===== config.mk =====
export PLATFORM = sky130hd
export DESIGN_NAME = flow_seq
export DESIGN_NICKNAME = d
export VERILOG_FILES = /design/src/rtl/flow_seq_pkg.sv /design/src/rtl/flow_cond_eval.sv /design/src/rtl/flow_addr_calc.sv /design/src/rtl/flow_ret_ctrl.sv /design/src/rtl/flow_seq.sv
export SDC_FILE = /design/constraint.sdc
export NUM_CORES = 1
export LEC_CHECK = 0
export BUFFER_PORTS_ARGS = -buffer_cell sky130_fd_sc_hd__buf_2
export CORE_UTILIZATION = 58
export DETAILED_ROUTE_END_ITERATION = 7
export GPL_TIMING_DRIVEN = 0
export PLACE_DENSITY = 0.91
export SYNTH_ARGS = -nofsm -noshare
export SYNTH_HDL_FRONTEND = slang
export SYNTH_HIERARCHICAL = 1
export SYNTH_SLANG_ARGS = --single-unit

===== constraint.sdc =====
create_clock -name clk_i -period 5.09 [get_ports clk_i]
set_input_delay 1.018 -clock clk_i [delete_from_list [all_inputs] [get_ports clk_i]]
set_output_delay 1.018 -clock clk_i [all_outputs]
set_load 0.02 [all_outputs]

===== src/rtl/flow_seq_pkg.sv =====
package flow_seq_pkg;
  typedef enum logic [2:0] {
    FOP_NONE  = 3'd0,
    FOP_JCC   = 3'd1,
    FOP_JMP   = 3'd2,
    FOP_CALLR = 3'd3,
    FOP_BRR   = 3'd4,
    FOP_RET   = 3'd5,
    FOP_CALLI = 3'd6
  } flow_op_e;

  localparam int unsigned FLG_CARRY  = 0;
  localparam int unsigned FLG_BORROW = 1;
  localparam int unsigned FLG_OVF    = 2;
  localparam int unsigned FLG_GT     = 3;
  localparam int unsigned FLG_EQ     = 4;
  localparam int unsigned FLG_LT     = 5;
  localparam int unsigned NUM_CC     = 11;

  typedef enum logic [1:0] {
    RS_IDLE = 2'd0,
    RS_REQ  = 2'd1,
    RS_WAIT = 2'd2
  } ret_state_e;
endpackage


===== src/rtl/flow_cond_eval.sv =====
module flow_cond_eval
  import flow_seq_pkg::*;
#(
  parameter int unsigned XLEN = 32
) (
  input  logic [3:0]      cond_i,
  input  logic [XLEN-1:0] flags_i,
  output logic            take_o
);
  logic [15:0] cc_vec;
  logic        f_gt, f_eq, f_lt, f_zero;

  assign f_gt   = flags_i[FLG_GT];
  assign f_eq   = flags_i[FLG_EQ];
  assign f_lt   = flags_i[FLG_LT];
  assign f_zero = (flags_i == '0);

  always_comb begin
    cc_vec     = '0;
    cc_vec[0]  = flags_i[FLG_CARRY];
    cc_vec[1]  = flags_i[FLG_BORROW];
    cc_vec[2]  = flags_i[FLG_OVF];
    cc_vec[3]  = f_gt;
    cc_vec[4]  = f_gt | f_eq;
    cc_vec[5]  = f_eq;
    cc_vec[6]  = ~f_eq;
    cc_vec[7]  = f_lt | f_eq;
    cc_vec[8]  = f_lt;
    cc_vec[9]  = f_zero;
    cc_vec[10] = ~f_zero;
    // codes NUM_CC..15 stay clear: reserved, never taken
  end

  assign take_o = cc_vec[cond_i];
endmodule


===== src/rtl/flow_addr_calc.sv =====
module flow_addr_calc #(
  parameter int unsigned XLEN       = 32,
  parameter int unsigned IMM_W      = 16,
  parameter int unsigned INSN_BYTES = 4,
  parameter int unsigned REG_BYTES  = XLEN / 8
) (
  input  logic [XLEN-1:0]  pc_i,
  input  logic [IMM_W-1:0] imm_i,
  input  logic [XLEN-1:0]  sp_i,
  output logic [XLEN-1:0]  rel_tgt_o,
  output logic [XLEN-1:0]  link_o,
  output logic [XLEN-1:0]  sp_up_o,
  output logic [XLEN-1:0]  sp_dn_o
);
  localparam logic [XLEN-1:0] INSN_STEP = XLEN'(INSN_BYTES);
  localparam logic [XLEN-1:0] SP_STEP   = XLEN'(REG_BYTES);

  logic [XLEN-1:0] imm_ext;

  generate
    if (IMM_W >= XLEN) begin : g_trunc
      assign imm_ext = imm_i[XLEN-1:0];
    end else begin : g_sext
      assign imm_ext = {{(XLEN-IMM_W){imm_i[IMM_W-1]}}, imm_i};
    end
  endgenerate

  assign rel_tgt_o = pc_i + imm_ext;
  assign link_o    = pc_i + INSN_STEP;
  assign sp_up_o   = sp_i + SP_STEP;
  assign sp_dn_o   = sp_i - SP_STEP;
endmodule


===== src/rtl/flow_ret_ctrl.sv =====
module flow_ret_ctrl
  import flow_seq_pkg::*;
(
  input  logic clk_i,
  input  logic rst_ni,
  input  logic start_i,
  input  logic rdata_valid_i,
  output logic req_o,
  output logic busy_o,
  output logic accept_o
);
  ret_state_e state_q, state_d;

  assign req_o    = (state_q == RS_REQ);
  assign busy_o   = (state_q != RS_IDLE);
  assign accept_o = busy_o & rdata_valid_i;

  always_comb begin
    state_d = state_q;
    unique case (state_q)
      RS_IDLE: if (start_i) state_d = RS_REQ;
      RS_REQ:  state_d = rdata_valid_i ? RS_IDLE : RS_WAIT;
      RS_WAIT: if (rdata_valid_i) state_d = RS_IDLE;
      default: state_d = RS_IDLE;
    endcase
  end

  always_ff @(posedge clk_i or negedge rst_ni) begin
    if (!rst_ni) state_q <= RS_IDLE;
    else         state_q <= state_d;
  end
endmodule


===== src/rtl/flow_seq.sv =====
module flow_seq
  import flow_seq_pkg::*;
#(
  parameter int unsigned XLEN       = 32,
  parameter int unsigned IMM_W      = 16,
  parameter int unsigned RIDX_W     = 4,
  parameter int unsigned INSN_BYTES = 4
) (
  input  logic              clk_i,
  input  logic              rst_ni,
  input  logic              valid_i,
  input  logic [2:0]        op_i,
  input  logic [3:0]        cond_i,
  input  logic [IMM_W-1:0]  imm_i,
  input  logic [XLEN-1:0]   pc_i,
  input  logic [XLEN-1:0]   flags_i,
  input  logic [XLEN-1:0]   tgt_i,
  input  logic [XLEN-1:0]   sp_i,
  input  logic [RIDX_W-1:0] sp_idx_i,
  input  logic              rdata_valid_i,
  input  logic [XLEN-1:0]   rdata_i,
  output logic              pc_valid_o,
  output logic [XLEN-1:0]   next_pc_o,
  output logic              mem_we_o,
  output logic              mem_re_o,
  output logic [XLEN-1:0]   mem_addr_o,
  output logic [XLEN-1:0]   mem_wdata_o,
  output logic              rf_we_o,
  output logic [RIDX_W-1:0] rf_idx_o,
  output logic [XLEN-1:0]   rf_wdata_o,
  output logic              busy_o
);
  localparam int unsigned REG_BYTES = XLEN / 8;

  flow_op_e        op;
  logic            take, busy, ret_req, ret_accept, issue;
  logic [XLEN-1:0] rel_tgt, link, sp_up, sp_dn;

  logic              pc_valid_q, mem_we_q, rf_we_q;
  logic [XLEN-1:0]   next_pc_q, mem_addr_q, mem_wdata_q, rf_wdata_q;
  logic [RIDX_W-1:0] rf_idx_q;
  logic [XLEN-1:0]   ret_sp_dn_q;
  logic [RIDX_W-1:0] ret_idx_q;

  assign op    = flow_op_e'(op_i);
  assign issue = valid_i & ~busy;

  flow_cond_eval #(.XLEN(XLEN)) u_cond (
    .cond_i (cond_i),
    .flags_i(flags_i),
    .take_o (take)
  );

  flow_addr_calc #(
    .XLEN(XLEN), .IMM_W(IMM_W), .INSN_BYTES(INSN_BYTES), .REG_BYTES(REG_BYTES)
  ) u_addr (
    .pc_i     (pc_i),
    .imm_i    (imm_i),
    .sp_i     (sp_i),
    .rel_tgt_o(rel_tgt),
    .link_o   (link),
    .sp_up_o  (sp_up),
    .sp_dn_o  (sp_dn)
  );

  flow_ret_ctrl u_ret (
    .clk_i        (clk_i),
    .rst_ni       (rst_ni),
    .start_i      (issue && op == FOP_RET),
    .rdata_valid_i(rdata_valid_i),
    .req_o        (ret_req),
    .busy_o       (busy),
    .accept_o     (ret_accept)
  );

  always_ff @(posedge clk_i or negedge rst_ni) begin
    if (!rst_ni) begin
      pc_valid_q  <= 1'b0;
      mem_we_q    <= 1'b0;
      rf_we_q     <= 1'b0;
      next_pc_q   <= '0;
      mem_addr_q  <= '0;
      mem_wdata_q <= '0;
      rf_wdata_q  <= '0;
      rf_idx_q    <= '0;
      ret_sp_dn_q <= '0;
      ret_idx_q   <= '0;
    end else begin
      pc_valid_q <= 1'b0;
      mem_we_q   <= 1'b0;
      rf_we_q    <= 1'b0;
      if (ret_accept) begin
        pc_valid_q <= 1'b1;
        next_pc_q  <= rdata_i;
        rf_we_q    <= 1'b1;
        rf_idx_q   <= ret_idx_q;
        rf_wdata_q <= ret_sp_dn_q;
      end else if (issue) begin
        unique case (op)
          FOP_JCC: begin
            pc_valid_q <= 1'b1;
            next_pc_q  <= take ? rel_tgt : link;
          end
          FOP_JMP: begin
            pc_valid_q <= 1'b1;
            next_pc_q  <= rel_tgt;
          end
          FOP_CALLR, FOP_BRR, FOP_CALLI: begin
            pc_valid_q  <= 1'b1;
            next_pc_q   <= (op == FOP_CALLI) ? rel_tgt : tgt_i;
            mem_we_q    <= 1'b1;
            mem_addr_q  <= sp_i;
            mem_wdata_q <= link;
            if (op != FOP_BRR) begin
              rf_we_q    <= 1'b1;
              rf_idx_q   <= sp_idx_i;
              rf_wdata_q <= sp_up;
            end
          end
          FOP_RET: begin
            mem_addr_q  <= sp_i;
            ret_sp_dn_q <= sp_dn;
            ret_idx_q   <= sp_idx_i;
          end
          default: ;
        endcase
      end
    end
  end

  assign pc_valid_o  = pc_valid_q;
  assign next_pc_o   = next_pc_q;
  assign mem_we_o    = mem_we_q;
  assign mem_re_o    = ret_req;
  assign mem_addr_o  = mem_addr_q;
  assign mem_wdata_o = mem_wdata_q;
  assign rf_we_o     = rf_we_q;
  assign rf_idx_o    = rf_idx_q;
  assign rf_wdata_o  = rf_wdata_q;
  assign busy_o      = busy;
endmodule


==> results of run 1 <==
report_power, final:
part           switching, mW  internal [mW]  total (mW)  leakage, nW
Combinational           1.13          0.744        1.87         4.28
Clock                  0.635          0.717        1.35        0.297
Sequential             0.192           1.73        1.92         2.06
Total                   1.96           3.19        5.15         6.64
Yosys cell counts, types with 34 or more instances:
| cell | count | area, µm² |
|---|---|---|
| sky130_fd_sc_hd__xnor2_1 | 64 | 561 |
| sky130_fd_sc_hd__nand2_1 | 104 | 390 |
| sky130_fd_sc_hd__a21oi_1 | 37 | 185 |
| sky130_fd_sc_hd__nor3_1 | 47 | 235 |
| sky130_fd_sc_hd__and3_1 | 47 | 294 |
| sky130_fd_sc_hd__nor2_1 | 49 | 184 |
| sky130_fd_sc_hd__ha_1 | 34 | 425 |
| sky130_fd_sc_hd__clkbuf_1 | 36 | 135 |
| sky130_fd_sc_hd__mux2i_1 | 41 | 410 |
| sky130_fd_sc_hd__o21ai_0 | 46 | 230 |
| sky130_fd_sc_hd__o21ai_1 | 44 | 220 |
| sky130_fd_sc_hd__xor2_1 | 46 | 403 |
| sky130_fd_sc_hd__dfrtp_1 | 173 | 4330 |
| sky130_fd_sc_hd__mux2_2 | 56 | 631 |
| sky130_fd_sc_hd__mux2_1 | 46 | 518 |
per-layer routing:
layer,wire (µm),vias up
li1,-,5161
met1,15200,5524
met2,17800,695
met3,3460,148
met4,2130,4
met5,24,-
final timing paths:
path | startpoint | cells past startpoint | slack (ps) | end
max | imm_i[0] | 13 | 740 | next_pc_o[16]
max in group asynchronous | rst_ni | 2 | 3670 | rf_wdata_o[5]
max reg2reg | u_ret/state_q[0] | 6 | 2500 | next_pc_o[13]
min | rf_wdata_o[21] | 2 | 480 | rf_wdata_o[21]
min reg2reg | rf_wdata_o[21] | 2 | 480 | rf_wdata_o[21]
min in group asynchronous | rst_ni | 1 | 500 | pc_valid_o
tightest hold or removal path: stages, from the launching register on:
cell	delay, ps
sky130_fd_sc_hd__dfrtp_1	340
sky130_fd_sc_hd__nand2_1	50
sky130_fd_sc_hd__o21ai_0	60
final cells by class:
type / instances / area (µm²)
clock buffer: 18 / 439
clock inverter: 14 / 171
timing repair buffer: 328 / 1670
multi-input combinational: 935 / 6880
fill: 1453 / 5290
inverter: 25 / 93.8
tap: 265 / 332
antenna: 6 / 15.0
sequential: 173 / 4330
buffer: 84 / 433
flip-flops by register name (all words and copies together) (netlist names):
name	cells
mem_addr_o	32
mem_wdata_o	32
mem_we_o	1
next_pc_o	32
pc_valid_o	1
ret_idx_q	4
ret_sp_dn_q	32
rf_idx_o	4
rf_wdata_o	32
rf_we_o	1
u_ret/state_q	2
stage by stage:
step | hold slack [ps] | utilization, % | instances | area [µm²] | setup slack [ps]
global placement | 460 | 69.7 | 1809 | 13700 | 308
detailed placement | 467 | 69.9 | 1810 | 13700 | 373
finish | 481 | 73.1 | 1848 | 14400 | 735
global route | 499 | 73.1 | 1846 | 14400 | 601
floorplan | 458 | - | 1217 | 11700 | 1420
CTS | 484 | 73.0 | 1842 | 14300 | 866
placed cells by master (no fill, tap or decap), types with 8 or more instances in the layout:
| master | count |
|---|---|
| sky130_fd_sc_hd__buf_2 | 356 |
| sky130_fd_sc_hd__dfrtp_1 | 173 |
| sky130_fd_sc_hd__nand2_1 | 104 |
| sky130_fd_sc_hd__xnor2_1 | 64 |
| sky130_fd_sc_hd__mux2_2 | 56 |
| sky130_fd_sc_hd__nor2_1 | 49 |
| sky130_fd_sc_hd__and3_1 | 47 |
| sky130_fd_sc_hd__nor3_1 | 47 |
| sky130_fd_sc_hd__xor2_1 | 46 |
| sky130_fd_sc_hd__mux2_1 | 46 |
| sky130_fd_sc_hd__o21ai_0 | 46 |
| sky130_fd_sc_hd__o21ai_1 | 44 |
| sky130_fd_sc_hd__mux2i_1 | 41 |
| sky130_fd_sc_hd__a21oi_1 | 37 |
| sky130_fd_sc_hd__clkbuf_1 | 36 |
| sky130_fd_sc_hd__ha_1 | 34 |
| sky130_fd_sc_hd__a2111oi_0 | 30 |
| sky130_fd_sc_hd__nand2b_1 | 27 |
| sky130_fd_sc_hd__o221a_2 | 25 |
| sky130_fd_sc_hd__inv_1 | 23 |
| sky130_fd_sc_hd__nand3_1 | 21 |
| sky130_fd_sc_hd__nand4_1 | 20 |
| sky130_fd_sc_hd__clkbuf_16 | 17 |
| sky130_fd_sc_hd__a211oi_1 | 13 |
| sky130_fd_sc_hd__buf_4 | 11 |
| sky130_fd_sc_hd__a21o_1 | 10 |
| sky130_fd_sc_hd__nor4_1 | 9 |
| sky130_fd_sc_hd__nor2b_1 | 8 |
| sky130_fd_sc_hd__or3_1 | 8 |
cell families (layout without fill, tap and decap cells):
logic type | after synthesis | after routing | share of synthesized area [%]
xor gates and xnor gates | 110 | 110 | 8.21
and+or+nand+nor | 384 | 384 | 17.4
other | 0 | 6 | 0
adders and majority gates | 35 | 35 | 3.80
DFF | 173 | 173 | 36.9
muxes | 144 | 144 | 13.5
buffers and inverters | 109 | 469 | 4.49
AOI/OAI and AO/OA | 262 | 262 | 15.7
==> flow_summary.html, run 1 <==
<table>
<tr><th>Metric</th><th>Value</th></tr>
<tr><th colspan="2">Outcome</th></tr>
<tr><td>Run status</td><td>finished clean</td></tr>
<tr><th colspan="2">Setup path</th></tr>
<tr><td>Required time of the worst setup path</td><td>5380 ps</td></tr>
<tr><td>CP Launch Type</td><td>input port</td></tr>
<tr><td>Top cell family by delay on the critical path</td><td>compound AO/OA/AOI/OAI gates</td></tr>
<tr><td>Data arrival time at the worst-slack endpoint</td><td>approximately 4600 ps</td></tr>
<tr><td>CP Max Fanout</td><td>3</td></tr>
<tr><td>Combined buffer and inverter count along the critical path</td><td>1</td></tr>
<tr><td>Slowest cell on crit path</td><td>sky130_fd_sc_hd__a2111oi_0</td></tr>
<tr><td>Critical setup path kind</td><td>input port to flip-flop</td></tr>
<tr><td>Cell Chain, Critical Path</td><td>buf_2 -&gt; ha_1 -&gt; fa_1 -&gt; a21oi_1 -&gt; o211ai_1 -&gt; a21boi_0 -&gt; o21ai_0 -&gt; a221oi_1 -&gt; xnor2_1 -&gt; mux2i_1 -&gt; nor3_1 -&gt; a2111oi_0 -&gt; o21ai_1</td></tr>
<tr><td>Crit path capture type</td><td>flip-flop</td></tr>
<tr><td>Delay of the slowest critical-path stage</td><td>~750 ps</td></tr>
<tr><th colspan="2">Clocking</th></tr>
<tr><td>H-Tree Depth</td><td>4</td></tr>
<tr><td>Post-CTS Repair Setup Buffers</td><td>0</td></tr>
<tr><td>Root buf cell</td><td>sky130_fd_sc_hd__clkbuf_16</td></tr>
<tr><td>Clk_lat worst skew</td><td>about 430 ps</td></tr>
<tr><td>Worst-case clock buffer depth</td><td>2</td></tr>
<tr><td>Number of buffers added to fix hold violations after cts</td><td>0</td></tr>
<tr><td>Total CTS buffers</td><td>17</td></tr>
<tr><td>Number of resized instances in the post-cts repair step</td><td>0</td></tr>
<tr><td>Clock transition at the registers of the reported paths</td><td>around 80 ps</td></tr>
<tr><td>TritonCTS clock tree</td><td>yes</td></tr>
<tr><td>Sink Count</td><td>about 170</td></tr>
<tr><th colspan="2">Worst hold path</th></tr>
<tr><td>Class of the worst hold path</td><td>flip-flop to flip-flop</td></tr>
<tr><th colspan="2">Floorplan</th></tr>
<tr><td>Floorplan die height</td><td>roughly 140 µm</td></tr>
<tr><td>Ports placed on the boundary</td><td>between 300 and 400</td></tr>
<tr><td>Initial core utilization</td><td>approximately three fifths</td></tr>
<tr><td>Cell Rows</td><td>51</td></tr>
<tr><td>Chip Width</td><td>about 140 µm</td></tr>
<tr><td>Core footprint</td><td>19700 µm²</td></tr>
<tr><td>Die Outline Area</td><td>~21000 µm²</td></tr>
<tr><th colspan="2">Yosys</th></tr>
<tr><td>Syn. warnings</td><td>6</td></tr>
<tr><td>Avg Cell Area, Syn</td><td>between 9 and 10 µm²</td></tr>
<tr><td>Netlist cell types</td><td>77</td></tr>
<tr><td>Number of nets in the synthesized netlist</td><td>roughly 1400</td></tr>
<tr><td>Netlist area before placement</td><td>11700 µm²</td></tr>
<tr><td>FFs w/ async S/R, synth</td><td>100%</td></tr>
<tr><td>FF+latch count, synth</td><td>between 150 and 200</td></tr>
<tr><td>Number of flops mapped to enable cells by yosys</td><td>0</td></tr>
<tr><td>Number of instances in the synthesized netlist</td><td>approximately 1200</td></tr>
<tr><td>Sequential share of the synthesized area</td><td>between 30% and 40%</td></tr>
<tr><td>Synth Flop Type</td><td>sky130_fd_sc_hd__dfrtp_1</td></tr>
<tr><th colspan="2">GRT</th></tr>
<tr><td>Global-route wire length before repair</td><td>58400 µm</td></tr>
<tr><td>Overflow left after global routing</td><td>0</td></tr>
<tr><td>All-Layer GR Usage</td><td>between 30% and 40%</td></tr>
<tr><td>Maximum number of pins on one net before global-route repair</td><td>~120</td></tr>
<tr><td>Initial antenna violation count</td><td>6</td></tr>
<tr><td>Routing usage on met2</td><td>59.2%</td></tr>
<tr><td>Met3 track utilization from global routing</td><td>8.08%</td></tr>
<tr><td>Met1 layer usage reported by global route</td><td>a little under half</td></tr>
<tr><td>Number of global-route vias before repair</td><td>approximately 11000</td></tr>
<tr><td>Most heavily used metal layer in global routing</td><td>met2</td></tr>
<tr><th colspan="2">Timing</th></tr>
<tr><td>RSZ-0062 raised after global routing</td><td>no</td></tr>
<tr><td>Peak Freq</td><td>roughly 230 MHz</td></tr>
<tr><td>Final sum of negative setup slack</td><td>0 ps</td></tr>
<tr><td>Count of pins over their slew limit</td><td>0</td></tr>
<tr><td>Final setup violation count</td><td>0</td></tr>
<tr><td>Shortest clock period the worst path allows after layout</td><td>roughly 4400 ps</td></tr>
<tr><td>Actual slew at the worst max-slew pin</td><td>1160 ps</td></tr>
<tr><td>Relative slew slack</td><td>between 20% and 30%</td></tr>
<tr><td>Fin. Hold Viols</td><td>0</td></tr>
<tr><td>Clock Skew</td><td>8.07 ps</td></tr>
<tr><td>Final period utilization</td><td>approximately 86%</td></tr>
<tr><th colspan="2">Routing</th></tr>
<tr><td>Routed WL</td><td>38500 µm</td></tr>
<tr><td>Antenna viol nets, final</td><td>0</td></tr>
<tr><td>Final routed DRC violation total</td><td>0</td></tr>
<tr><td>DR vias</td><td>11532</td></tr>
<tr><td>Number of vias per cell</td><td>approximately 6.2</td></tr>
<tr><td>Average routed wire per standard cell</td><td>around 21 µm</td></tr>
<tr><td>Count of TritonRoute iterations in the first routing pass</td><td>5</td></tr>
<tr><td>Violation count after the first detailed-routing iteration</td><td>1000</td></tr>
<tr><th colspan="2">Placed design</th></tr>
<tr><td>Number of buffer cells added on primary ports</td><td>roughly 330</td></tr>
<tr><td>HPWL reported at the end of detailed placement</td><td>roughly 30000 µm</td></tr>
<tr><td>Weighted congestion reported at the end of routability-driven placement</td><td>between 0.9 and 1</td></tr>
<tr><th colspan="2">Layout</th></tr>
<tr><td>Nets</td><td>~1800</td></tr>
<tr><td>Synth-to-layout area growth</td><td>22.4%</td></tr>
<tr><td>Share of post-route cells with drive strength above 1</td><td>approximately a third</td></tr>
<tr><th colspan="2">Pwr</th></tr>
<tr><td>Static Leak</td><td>about 6.6 nW</td></tr>
<tr><td>Worst vdd ir</td><td>~0.00025 V</td></tr>
<tr><td>Power density over cell area</td><td>around 360 nW/µm²</td></tr>
<tr><td>Sum of internal, switching and leakage power</td><td>around 5.1 mW</td></tr>
<tr><th colspan="2">Run</th></tr>
<tr><td>Max Cap Violations</td><td>0</td></tr>
</table>
Note: power is estimated with default switching activity, not from simulation.
==> run 2: changes to the inputs <==
ABC_AREA = 1   (was unset)
CORE_ASPECT_RATIO = 2   (was unset)
CORE_UTILIZATION = 60   (was 58)
PLACE_DENSITY = 0.88   (was 0.91)
==> flow_summary.html, run 2 <==
<table>
<tr><th>Metric</th><th>Value</th></tr>
<tr><th colspan="2">Yosys</th></tr>
<tr><td>Number of instances in the synthesized netlist</td><td>2274 (was 1217)</td></tr>
<tr><td>Netlist area before placement</td><td>14000 µm² (was 11700 µm²)</td></tr>
<tr><td>Share of Yosys cell area claimed by the top area cell type</td><td>30.9% (was 36.9%)</td></tr>
<tr><td>Area leader, netlist</td><td>sky130_fd_sc_hd__dfrtp_1 (unchanged)</td></tr>
<tr><td>Number of flops mapped to enable cells by yosys</td><td>0 (unchanged)</td></tr>
<tr><td>Leading cell types by count after synthesis</td><td>sky130_fd_sc_hd__nand2_1 (912), sky130_fd_sc_hd__inv_1 (236), sky130_fd_sc_hd__nor2_1 (231) (was sky130_fd_sc_hd__dfrtp_1 (173), sky130_fd_sc_hd__nand2_1 (104), sky130_fd_sc_hd__xnor2_1 (64))</td></tr>
<tr><td>Avg Cell Area, Syn</td><td>6.17 µm² (was 9.64 µm²)</td></tr>
<tr><td>Netlist cell types</td><td>36 (was 77)</td></tr>
<tr><td>FFs w/ async S/R, synth</td><td>100% (unchanged)</td></tr>
<tr><td>Synth area leaders</td><td>sky130_fd_sc_hd__dfrtp_1 (31%), sky130_fd_sc_hd__nand2_1 (24%), sky130_fd_sc_hd__nand3_1 (6.8%), sky130_fd_sc_hd__inv_1 (6.3%), sky130_fd_sc_hd__nor2_1 (6.2%) (was sky130_fd_sc_hd__dfrtp_1 (37%), sky130_fd_sc_hd__mux2_2 (5.4%), sky130_fd_sc_hd__xnor2_1 (4.8%), sky130_fd_sc_hd__mux2_1 (4.4%), sky130_fd_sc_hd__ha_1 (3.6%))</td></tr>
<tr><td>Count leader, synth</td><td>sky130_fd_sc_hd__nand2_1 (was sky130_fd_sc_hd__dfrtp_1)</td></tr>
<tr><td>Syn. warnings</td><td>6 (unchanged)</td></tr>
<tr><td>FF+latch count, synth</td><td>173 (unchanged)</td></tr>
<tr><td>Synth Flop Type</td><td>sky130_fd_sc_hd__dfrtp_1 (unchanged)</td></tr>
<tr><td>Sequential share of the synthesized area</td><td>30.9% (was 36.9%)</td></tr>
<tr><td>Number of nets in the synthesized netlist</td><td>2500 (was 1443)</td></tr>
<tr><th colspan="2">Floorplan</th></tr>
<tr><td>Initial core utilization</td><td>61.4% (was 59.7%)</td></tr>
<tr><td>Floorplan die height</td><td>218 µm (was 144 µm)</td></tr>
<tr><td>Die Outline Area</td><td>24000 µm² (was 20800 µm²)</td></tr>
<tr><td>Chip Width</td><td>110 µm (was 144 µm)</td></tr>
<tr><td>Cell Rows</td><td>78 (was 51)</td></tr>
<tr><td>Ports placed on the boundary</td><td>328 (unchanged)</td></tr>
<tr><td>Core footprint</td><td>22800 µm² (was 19700 µm²)</td></tr>
<tr><th colspan="2">GRT</th></tr>
<tr><td>All-Layer GR Usage</td><td>48.8% (was 36.9%)</td></tr>
<tr><td>Initial antenna violation count</td><td>4 (was 6)</td></tr>
<tr><td>Global-route wire length before repair</td><td>85600 µm (was 58400 µm)</td></tr>
<tr><td>Maximum number of pins on one net before global-route repair</td><td>94 (was 119)</td></tr>
<tr><td>Number of global-route vias before repair</td><td>16653 (was 10931)</td></tr>
<tr><td>Overflow left after global routing</td><td>0 (unchanged)</td></tr>
<tr><th colspan="2">Routing</th></tr>
<tr><td>Violation count after the first detailed-routing iteration</td><td>1595 (was 1000)</td></tr>
<tr><td>Count of TritonRoute iterations in the first routing pass</td><td>6 (was 5)</td></tr>
<tr><td>Antenna viol nets, final</td><td>0 (unchanged)</td></tr>
<tr><td>Number of vias per cell</td><td>5.72 (was 6.24)</td></tr>
<tr><td>Average routed wire per standard cell</td><td>19.5 µm (was 20.8 µm)</td></tr>
<tr><td>DR vias</td><td>16681 (was 11532)</td></tr>
<tr><td>Final routed DRC violation total</td><td>0 (unchanged)</td></tr>
<tr><td>Routed WL</td><td>56700 µm (was 38500 µm)</td></tr>
<tr><th colspan="2">Clocking</th></tr>
<tr><td>Total CTS buffers</td><td>17 (unchanged)</td></tr>
<tr><td>Root buf cell</td><td>sky130_fd_sc_hd__clkbuf_16 (unchanged)</td></tr>
<tr><td>Post-CTS Repair Setup Buffers</td><td>0 (unchanged)</td></tr>
<tr><td>Number of buffers added to fix hold violations after cts</td><td>0 (unchanged)</td></tr>
<tr><td>Clock transition at the registers of the reported paths</td><td>70 ps (was 80 ps)</td></tr>
<tr><td>Sink Count</td><td>173 (unchanged)</td></tr>
<tr><td>Worst-case clock buffer depth</td><td>2 (unchanged)</td></tr>
<tr><td>TritonCTS clock tree</td><td>yes (unchanged)</td></tr>
<tr><td>Clk_lat worst skew</td><td>470 ps (was 430 ps)</td></tr>
<tr><td>H-Tree Depth</td><td>4 (unchanged)</td></tr>
<tr><td>Number of resized instances in the post-cts repair step</td><td>0 (unchanged)</td></tr>
<tr><th colspan="2">Timing</th></tr>
<tr><td>Final period utilization</td><td>68.4% (was 85.6%)</td></tr>
<tr><td>Shortest clock period the worst path allows after layout</td><td>3480 ps (was 4350 ps)</td></tr>
<tr><td>RSZ-0062 raised after global routing</td><td>no (unchanged)</td></tr>
<tr><td>Fin. Hold Viols</td><td>0 (unchanged)</td></tr>
<tr><td>Peak Freq</td><td>287 MHz (was 230 MHz)</td></tr>
<tr><td>Final setup violation count</td><td>0 (unchanged)</td></tr>
<tr><td>Actual slew at the worst max-slew pin</td><td>906 ps (was 1160 ps)</td></tr>
<tr><td>Relative slew slack</td><td>39.6% (was 20.8%)</td></tr>
<tr><td>Setup ws final</td><td>1610 ps (was 735 ps)</td></tr>
<tr><td>Count of pins over their slew limit</td><td>0 (unchanged)</td></tr>
<tr><td>Final sum of negative setup slack</td><td>0 ps (unchanged)</td></tr>
<tr><td>Clock Skew</td><td>7.46 ps (was 8.07 ps)</td></tr>
<tr><th colspan="2">Placed design</th></tr>
<tr><td>Standard cell area after detailed placement</td><td>16000 µm² (was 13700 µm²)</td></tr>
<tr><td>Weighted congestion reported at the end of routability-driven placement</td><td>1.07 (was 0.978)</td></tr>
<tr><td>Number of cells in the design after placement</td><td>2880 (was 1810)</td></tr>
<tr><td>Worst slack at placement</td><td>1310 ps (was 373 ps)</td></tr>
<tr><td>HPWL reported at the end of detailed placement</td><td>44800 µm (was 29400 µm)</td></tr>
<tr><td>Number of buffer cells added on primary ports</td><td>325 (was 327)</td></tr>
<tr><th colspan="2">Layout</th></tr>
<tr><td>Post-route standard cell area excluding fillers</td><td>16700 µm² (was 14400 µm²)</td></tr>
<tr><td>Post-route non-filler standard cell count</td><td>2917 (was 1848)</td></tr>
<tr><td>Count of fill cells added during filler insertion</td><td>1956 (was 1453)</td></tr>
<tr><td>Share of post-route cells with drive strength above 1</td><td>18.2% (was 32.7%)</td></tr>
<tr><td>Final cell utilization of the core</td><td>73.1% (about the same)</td></tr>
<tr><td>Leading cell type in the layout, fill and taps excluded</td><td>sky130_fd_sc_hd__nand2_1 (was sky130_fd_sc_hd__buf_2)</td></tr>
<tr><td>Synth-to-layout area growth</td><td>19.1% (was 22.4%)</td></tr>
<tr><td>Leading cell types in the layout, fill and taps excluded</td><td>sky130_fd_sc_hd__nand2_1 (912), sky130_fd_sc_hd__buf_2 (363), sky130_fd_sc_hd__inv_1 (236), sky130_fd_sc_hd__nor2_1 (231), sky130_fd_sc_hd__nand3_1 (191) (was sky130_fd_sc_hd__buf_2 (356), sky130_fd_sc_hd__dfrtp_1 (173), sky130_fd_sc_hd__nand2_1 (104), sky130_fd_sc_hd__xnor2_1 (64), sky130_fd_sc_hd__mux2_2 (56))</td></tr>
<tr><td>Nets</td><td>2845 (was 1790)</td></tr>
<tr><th colspan="2">Pwr</th></tr>
<tr><td>Clock power share</td><td>28.2% (was 26.3%)</td></tr>
<tr><td>Power dissipated by switching net loads</td><td>2.12 mW (was 1.96 mW)</td></tr>
<tr><td>Internal portion of total power</td><td>3.15 mW (was 3.19 mW)</td></tr>
<tr><td>Static Leak</td><td>9.69 nW (was 6.64 nW)</td></tr>
<tr><td>Power density over cell area</td><td>316 nW/µm² (was 358 nW/µm²)</td></tr>
<tr><td>Worst vdd ir</td><td>0.000365 V (was 0.000251 V)</td></tr>
<tr><td>Switching share of power</td><td>40.3% (was 38.0%)</td></tr>
<tr><td>Sequential power share</td><td>35.4% (was 37.4%)</td></tr>
<tr><td>Part of the power in combinational logic</td><td>36.4% (about the same)</td></tr>
<tr><th colspan="2">Setup path</th></tr>
<tr><td>Critical Path Sink</td><td>next_pc_o[31] (was next_pc_o[16])</td></tr>
<tr><td>Worst setup path startpoint</td><td>pc_i[13] (was imm_i[0])</td></tr>
<tr><td>Required time of the worst setup path</td><td>5490 ps (was 5380 ps)</td></tr>
<tr><td>Number of cells on the worst reg-to-reg path</td><td>8 (was 6)</td></tr>
<tr><td>Crit path capture type</td><td>flip-flop (unchanged)</td></tr>
<tr><td>Setup slack on the worst flop-to-flop path</td><td>2670 ps (was 2500 ps)</td></tr>
<tr><td>CP Launch Type</td><td>input port (unchanged)</td></tr>
<tr><td>End of the worst register-to-register path</td><td>rf_wdata_o[21] (was next_pc_o[13])</td></tr>
<tr><td>Critical setup path kind</td><td>input port to flip-flop (unchanged)</td></tr>
<tr><td>Data arrival time at the worst-slack endpoint</td><td>3890 ps (was 4640 ps)</td></tr>
<tr><td>FF-to-FF Start</td><td>u_ret/state_q[1] (was u_ret/state_q[0])</td></tr>
<tr><td>CP Max Fanout</td><td>4 (was 3)</td></tr>
<tr><th colspan="2">Run</th></tr>
<tr><td>Max Cap Violations</td><td>0 (unchanged)</td></tr>
<tr><th colspan="2">Worst hold path</th></tr>
<tr><td>Class of the worst hold path</td><td>flip-flop to flip-flop (unchanged)</td></tr>
<tr><th colspan="2">Outcome</th></tr>
<tr><td>Run status</td><td>finished clean (unchanged)</td></tr>
</table>
## run 2: cell types whose count changed after synthesis, sizes merged, moves of 28 or more
cell     change
buf         +28
nand3      +177
nor2       +203
nand2      +815
nand4       +33
xor2        +33
mux2       -102
inv        +221
xnor2       -47
mux2i       -41
and3        -47
a2111oi     -30
## run 2: metrics by stage
step	power, mW	hold WS, ps
after floorplan	3.00	434
after global placement	3.68	448
after detailed placement	3.74	454
after CTS	5.23	476
after global routing	5.52	494
final	5.27	476
## run 2: area by class of cell
type	count	area [µm²]	share of cell area, %
Inverter	246	923	5.53
Multi-Input combinational cell	1746	8220	49.2
Clock buffer	19	453	2.71
Timing Repair Buffer	326	1660	9.96
Sequential cell	173	4330	25.9
Clock inverter	13	196	1.18
Buffer	109	548	3.28
Tap cell	280	350	2.10
Antenna cell	5	12.5	0.0749
## run 2: power groups by stage
stage | Combinational (mW) | Sequential [mW] | Clock, mW
2_1_floorplan | 0.850 | 2.16 | 0
3_3_place_gp | 1.82 | 1.86 | 0
3_5_place_dp | 1.87 | 1.87 | 0
4_1_cts | 1.89 | 1.86 | 1.48
5_1_grt | 2.10 | 1.89 | 1.53
6_report | 1.92 | 1.86 | 1.49
## run 2: critical path: stages
cell and delay (ps):
sky130_fd_sc_hd__buf_2 130, sky130_fd_sc_hd__nand2_1 80, sky130_fd_sc_hd__nor2_1 310, sky130_fd_sc_hd__nand3_1 270
sky130_fd_sc_hd__nor3_1 700, sky130_fd_sc_hd__nand2_1 180, sky130_fd_sc_hd__xnor2_1 520, sky130_fd_sc_hd__inv_1 140
sky130_fd_sc_hd__o21ai_0 190, sky130_fd_sc_hd__nand2_1 80, sky130_fd_sc_hd__nand3_1 110, sky130_fd_sc_hd__nand2_1 90
sky130_fd_sc_hd__nand2_1 70
## run 2: worst min path at each step
stage                    start               to  slack [ps]  cells past startpoint
2_1_floorplan  ret_sp_dn_q[21]  ret_sp_dn_q[21]         430                      2
3_3_place_gp   ret_sp_dn_q[24]  ret_sp_dn_q[24]         450                      2
5_1_grt          next_pc_o[14]    next_pc_o[14]         490                      2
4_1_cts         ret_sp_dn_q[5]   ret_sp_dn_q[5]         480                      2
6_report       ret_sp_dn_q[31]  ret_sp_dn_q[31]         480                      2
3_5_place_dp   ret_sp_dn_q[27]  ret_sp_dn_q[27]         450                      2
## run 2: cells by family after synthesis
logic type / share of synthesized area (%)
AO/OA/AOI/OAI: 5.54
XOR/XNOR: 6.00
adder cells (fa/ha/maj): 3.18
buffers and inverters: 10.5
flip-flops: 30.9
AND/OR/NAND/NOR: 43.9
## run 2: layer usage
layer	global-route usage [%]	part of all wire, %
met3	13.2	8.1
met4	54.9	13
met1	43.9	30
met2	80.7	49
met5	0.446	0
==> run 3: changes to the inputs <==
CORE_UTILIZATION = 56   (was 60)
PLACE_DENSITY = 0.83   (was 0.88)
clock period = 3.45 ns   (was 5.09 ns; I/O delays follow)
==> flow_summary.html, run 3 (synthesis gave the netlist of run 2 again) <==
<table>
<tr><th>Metric</th><th>Value</th></tr>
<tr><th colspan="2">Setup path</th></tr>
<tr><td>Data arrival time at the worst-slack endpoint</td><td>3660 ps (was 3890 ps)</td></tr>
<tr><td>Critical setup path kind</td><td>input port to flip-flop (unchanged)</td></tr>
<tr><td>Library cell appearing most often on the critical path</td><td>sky130_fd_sc_hd__nand2_1 (unchanged)</td></tr>
<tr><td>Combined buffer and inverter count along the critical path</td><td>2 (unchanged)</td></tr>
<tr><td>End of the worst register-to-register path</td><td>rf_idx_o[2] (was rf_wdata_o[21])</td></tr>
<tr><td>CP Launch Type</td><td>input port (unchanged)</td></tr>
<tr><td>CP Max Fanout</td><td>4 (unchanged)</td></tr>
<tr><td>Required time of the worst setup path</td><td>3860 ps (was 5490 ps)</td></tr>
<tr><td>Crit path capture type</td><td>flip-flop (unchanged)</td></tr>
<tr><td>Setup slack on the worst flop-to-flop path</td><td>850 ps (was 2670 ps)</td></tr>
<tr><td>Top cell family by delay on the critical path</td><td>simple AND/OR/NAND/NOR gates (unchanged)</td></tr>
<tr><td>Slowest cell on crit path</td><td>sky130_fd_sc_hd__nor3_1 (unchanged)</td></tr>
<tr><td>Delay of the slowest critical-path stage</td><td>690 ps (was 700 ps)</td></tr>
<tr><td>FF-to-FF Start</td><td>u_ret/state_q[1] (unchanged)</td></tr>
<tr><td>Cell Chain, Critical Path</td><td>buf_2 -&gt; nand2_1 -&gt; nor2_1 -&gt; nand3_1 -&gt; nor3_1 -&gt; nand2_1 -&gt; xnor2_1 -&gt; inv_1 -&gt; o21ai_0 -&gt; nand2_1 -&gt; nand3_1 -&gt; nand2_1 -&gt; nand2_1 (unchanged)</td></tr>
<tr><td>Count of cell instances traversed by the critical path</td><td>13 (unchanged)</td></tr>
<tr><td>Number of cells on the worst reg-to-reg path</td><td>7 (was 8)</td></tr>
<tr><th colspan="2">GRT</th></tr>
<tr><td>Overflow left after global routing</td><td>0 (unchanged)</td></tr>
<tr><td>Global-route wire length before repair</td><td>85600 µm (about the same)</td></tr>
<tr><td>All-Layer GR Usage</td><td>44.8% (was 48.8%)</td></tr>
<tr><td>Number of global-route vias before repair</td><td>16278 (was 16653)</td></tr>
<tr><td>Maximum number of pins on one net before global-route repair</td><td>103 (was 94)</td></tr>
<tr><td>Initial antenna violation count</td><td>3 (was 4)</td></tr>
<tr><th colspan="2">Placed design</th></tr>
<tr><td>Number of buffer cells added on primary ports</td><td>325 (unchanged)</td></tr>
<tr><td>Number of cells in the design after placement</td><td>2932 (was 2880)</td></tr>
<tr><td>Weighted congestion reported at the end of routability-driven placement</td><td>1.02 (was 1.07)</td></tr>
<tr><td>HPWL reported at the end of detailed placement</td><td>46700 µm (was 44800 µm)</td></tr>
<tr><td>Standard cell area after detailed placement</td><td>16100 µm² (was 16000 µm²)</td></tr>
<tr><td>Worst slack at placement</td><td>-122 ps (was 1310 ps)</td></tr>
<tr><th colspan="2">Timing</th></tr>
<tr><td>Count of pins over their slew limit</td><td>0 (unchanged)</td></tr>
<tr><td>Peak Freq</td><td>308 MHz</td></tr>
<tr><td>Final setup violation count</td><td>0 (unchanged)</td></tr>
<tr><td>Relative slew slack</td><td>30.8% (was 39.6%)</td></tr>
<tr><td>Worst hold margin</td><td>268 ps (was 476 ps)</td></tr>
<tr><td>RSZ-0062 raised after global routing</td><td>no (unchanged)</td></tr>
<tr><td>Shortest clock period the worst path allows after layout</td><td>approximately 3200 ps</td></tr>
<tr><td>Setup ws final</td><td>206 ps (was 1610 ps)</td></tr>
<tr><td>Final sum of negative setup slack</td><td>0 ps (unchanged)</td></tr>
<tr><td>Clock Skew</td><td>16.3 ps (was 7.46 ps)</td></tr>
<tr><td>Actual slew at the worst max-slew pin</td><td>1030 ps (was 906 ps)</td></tr>
<tr><td>Fin. Hold Viols</td><td>0 (unchanged)</td></tr>
<tr><td>Final period utilization</td><td>between 90 and 100%</td></tr>
<tr><th colspan="2">Layout</th></tr>
<tr><td>Final cell utilization of the core</td><td>68.2% (was 73.1%)</td></tr>
<tr><td>Leading cell type in the layout, fill and taps excluded</td><td>sky130_fd_sc_hd__nand2_1 (unchanged)</td></tr>
<tr><td>Nets</td><td>2845 (unchanged)</td></tr>
<tr><td>Share of post-route cells with drive strength above 1</td><td>18.2% (unchanged)</td></tr>
<tr><td>Synth-to-layout area growth</td><td>19.3% (was 19.1%)</td></tr>
<tr><td>Leading cell types in the layout, fill and taps excluded</td><td>sky130_fd_sc_hd__nand2_1 (912), sky130_fd_sc_hd__buf_2 (363), sky130_fd_sc_hd__inv_1 (236), sky130_fd_sc_hd__nor2_1 (231), sky130_fd_sc_hd__nand3_1 (191) (unchanged)</td></tr>
<tr><td>Post-route standard cell area excluding fillers</td><td>16700 µm² (about the same)</td></tr>
<tr><td>Post-route non-filler standard cell count</td><td>2968 (was 2917)</td></tr>
<tr><th colspan="2">Routing</th></tr>
<tr><td>Final routed DRC violation total</td><td>0 (unchanged)</td></tr>
<tr><td>DR vias</td><td>16505 (was 16681)</td></tr>
<tr><td>Count of TritonRoute iterations in the first routing pass</td><td>6 (unchanged)</td></tr>
<tr><td>Antenna viol nets, final</td><td>0 (unchanged)</td></tr>
<tr><td>Violation count after the first detailed-routing iteration</td><td>1485 (was 1595)</td></tr>
<tr><td>Average routed wire per standard cell</td><td>19.3 µm (was 19.5 µm)</td></tr>
<tr><td>Number of vias per cell</td><td>5.56 (was 5.72)</td></tr>
<tr><td>Routed WL</td><td>57300 µm (was 56700 µm)</td></tr>
<tr><th colspan="2">Clocking</th></tr>
<tr><td>Root buf cell</td><td>sky130_fd_sc_hd__clkbuf_16 (unchanged)</td></tr>
<tr><td>Worst-case clock buffer depth</td><td>2 (unchanged)</td></tr>
<tr><td>Clock transition at the registers of the reported paths</td><td>80 ps (was 70 ps)</td></tr>
<tr><td>Number of buffers added to fix hold violations after cts</td><td>0 (unchanged)</td></tr>
<tr><td>H-Tree Depth</td><td>4 (unchanged)</td></tr>
<tr><td>Total CTS buffers</td><td>17 (unchanged)</td></tr>
<tr><td>Clk_lat worst skew</td><td>470 ps (about the same)</td></tr>
<tr><td>TritonCTS clock tree</td><td>yes (unchanged)</td></tr>
<tr><td>Sink Count</td><td>173 (unchanged)</td></tr>
<tr><td>Number of resized instances in the post-cts repair step</td><td>0 (unchanged)</td></tr>
<tr><td>Post-CTS Repair Setup Buffers</td><td>0 (unchanged)</td></tr>
<tr><th colspan="2">Pwr</th></tr>
<tr><td>Static Leak</td><td>9.67 nW (was 9.69 nW)</td></tr>
<tr><td>Sequential power share</td><td>36.1% (was 35.4%)</td></tr>
<tr><td>Worst vdd ir</td><td>0.000350 V (was 0.000365 V)</td></tr>
<tr><td>Power density over cell area</td><td>455 nW/µm² (was 316 nW/µm²)</td></tr>
<tr><td>Part of the power in combinational logic</td><td>37.1% (was 36.4%)</td></tr>
<tr><td>Switching share of power</td><td>41.2% (was 40.3%)</td></tr>
<tr><td>Power dissipated by switching net loads</td><td>3.13 mW (was 2.12 mW)</td></tr>
<tr><td>Sum of internal, switching and leakage power</td><td>7.62 mW (was 5.27 mW)</td></tr>
<tr><td>Clock power share</td><td>26.8% (was 28.2%)</td></tr>
<tr><td>Internal portion of total power</td><td>4.48 mW (was 3.15 mW)</td></tr>
<tr><th colspan="2">Floorplan</th></tr>
<tr><td>Die Outline Area</td><td>25700 µm² (was 24000 µm²)</td></tr>
<tr><td>Core footprint</td><td>24500 µm² (was 22800 µm²)</td></tr>
<tr><td>Floorplan die height</td><td>226 µm (was 218 µm)</td></tr>
<tr><td>Chip Width</td><td>114 µm (was 110 µm)</td></tr>
<tr><td>Initial core utilization</td><td>57.2% (was 61.4%)</td></tr>
<tr><td>Cell Rows</td><td>81 (was 78)</td></tr>
<tr><td>Ports placed on the boundary</td><td>328 (unchanged)</td></tr>
<tr><th colspan="2">Outcome</th></tr>
<tr><td>Run status</td><td>finished clean (unchanged)</td></tr>
<tr><th colspan="2">Run</th></tr>
<tr><td>Max Cap Violations</td><td>0 (unchanged)</td></tr>
<tr><th colspan="2">Worst hold path</th></tr>
<tr><td>Class of the worst hold path</td><td>input port to async pin (was flip-flop to flip-flop)</td></tr>
</table>
[run 3: cell types whose count changed in the layout (fill, tap and decap cells not counted), sizes merged]
cell | previous run | this run
clkinvlp | 0 | 1
inv | 253 | 252
clkinv | 2 | 6
clkbuf | 53 | 51
bufinv | 4 | 2
diode | 5 | 4
[run 3: final cells by class]
cell class / instances / area, µm²
multi-input combinational: 1746 / 8220
fill: 2257 / 7790
sequential: 173 / 4330
timing repair buffer: 326 / 1660
inverter: 246 / 923
buffer: 109 / 548
clock buffer: 17 / 425
tap: 332 / 415
clock inverter: 15 / 198
antenna: 4 / 10.0
[run 3: power by group through the flow]
stage	Combinational (mW)	Clock, mW	Sequential [mW]
4_1_cts	2.79	2.04	2.74
5_1_grt	3.08	2.12	2.79
2_1_floorplan	1.25	0	3.18
6_report	2.83	2.04	2.75
3_5_place_dp	2.77	0	2.76
3_3_place_gp	2.70	0	2.74
[run 3: worst max-delay path by stage]
stage	startpoint	to
after global placement	rst_ni	mem_wdata_o[16]
after global routing	pc_i[13]	next_pc_o[31]
after detailed placement	pc_i[13]	next_pc_o[31]
final	pc_i[13]	next_pc_o[31]
after floorplan	imm_i[0]	next_pc_o[28]
after CTS	pc_i[13]	next_pc_o[31]
[run 3: per-layer routing]
layer	vias to the layer above	GRT usage [%]	wire length, µm
met3	339	8.08	3640
li1	7776	-	-
met5	-	0	0
met4	0	48.1	6960
met2	880	79.9	28800
met1	7510	40.3	18000
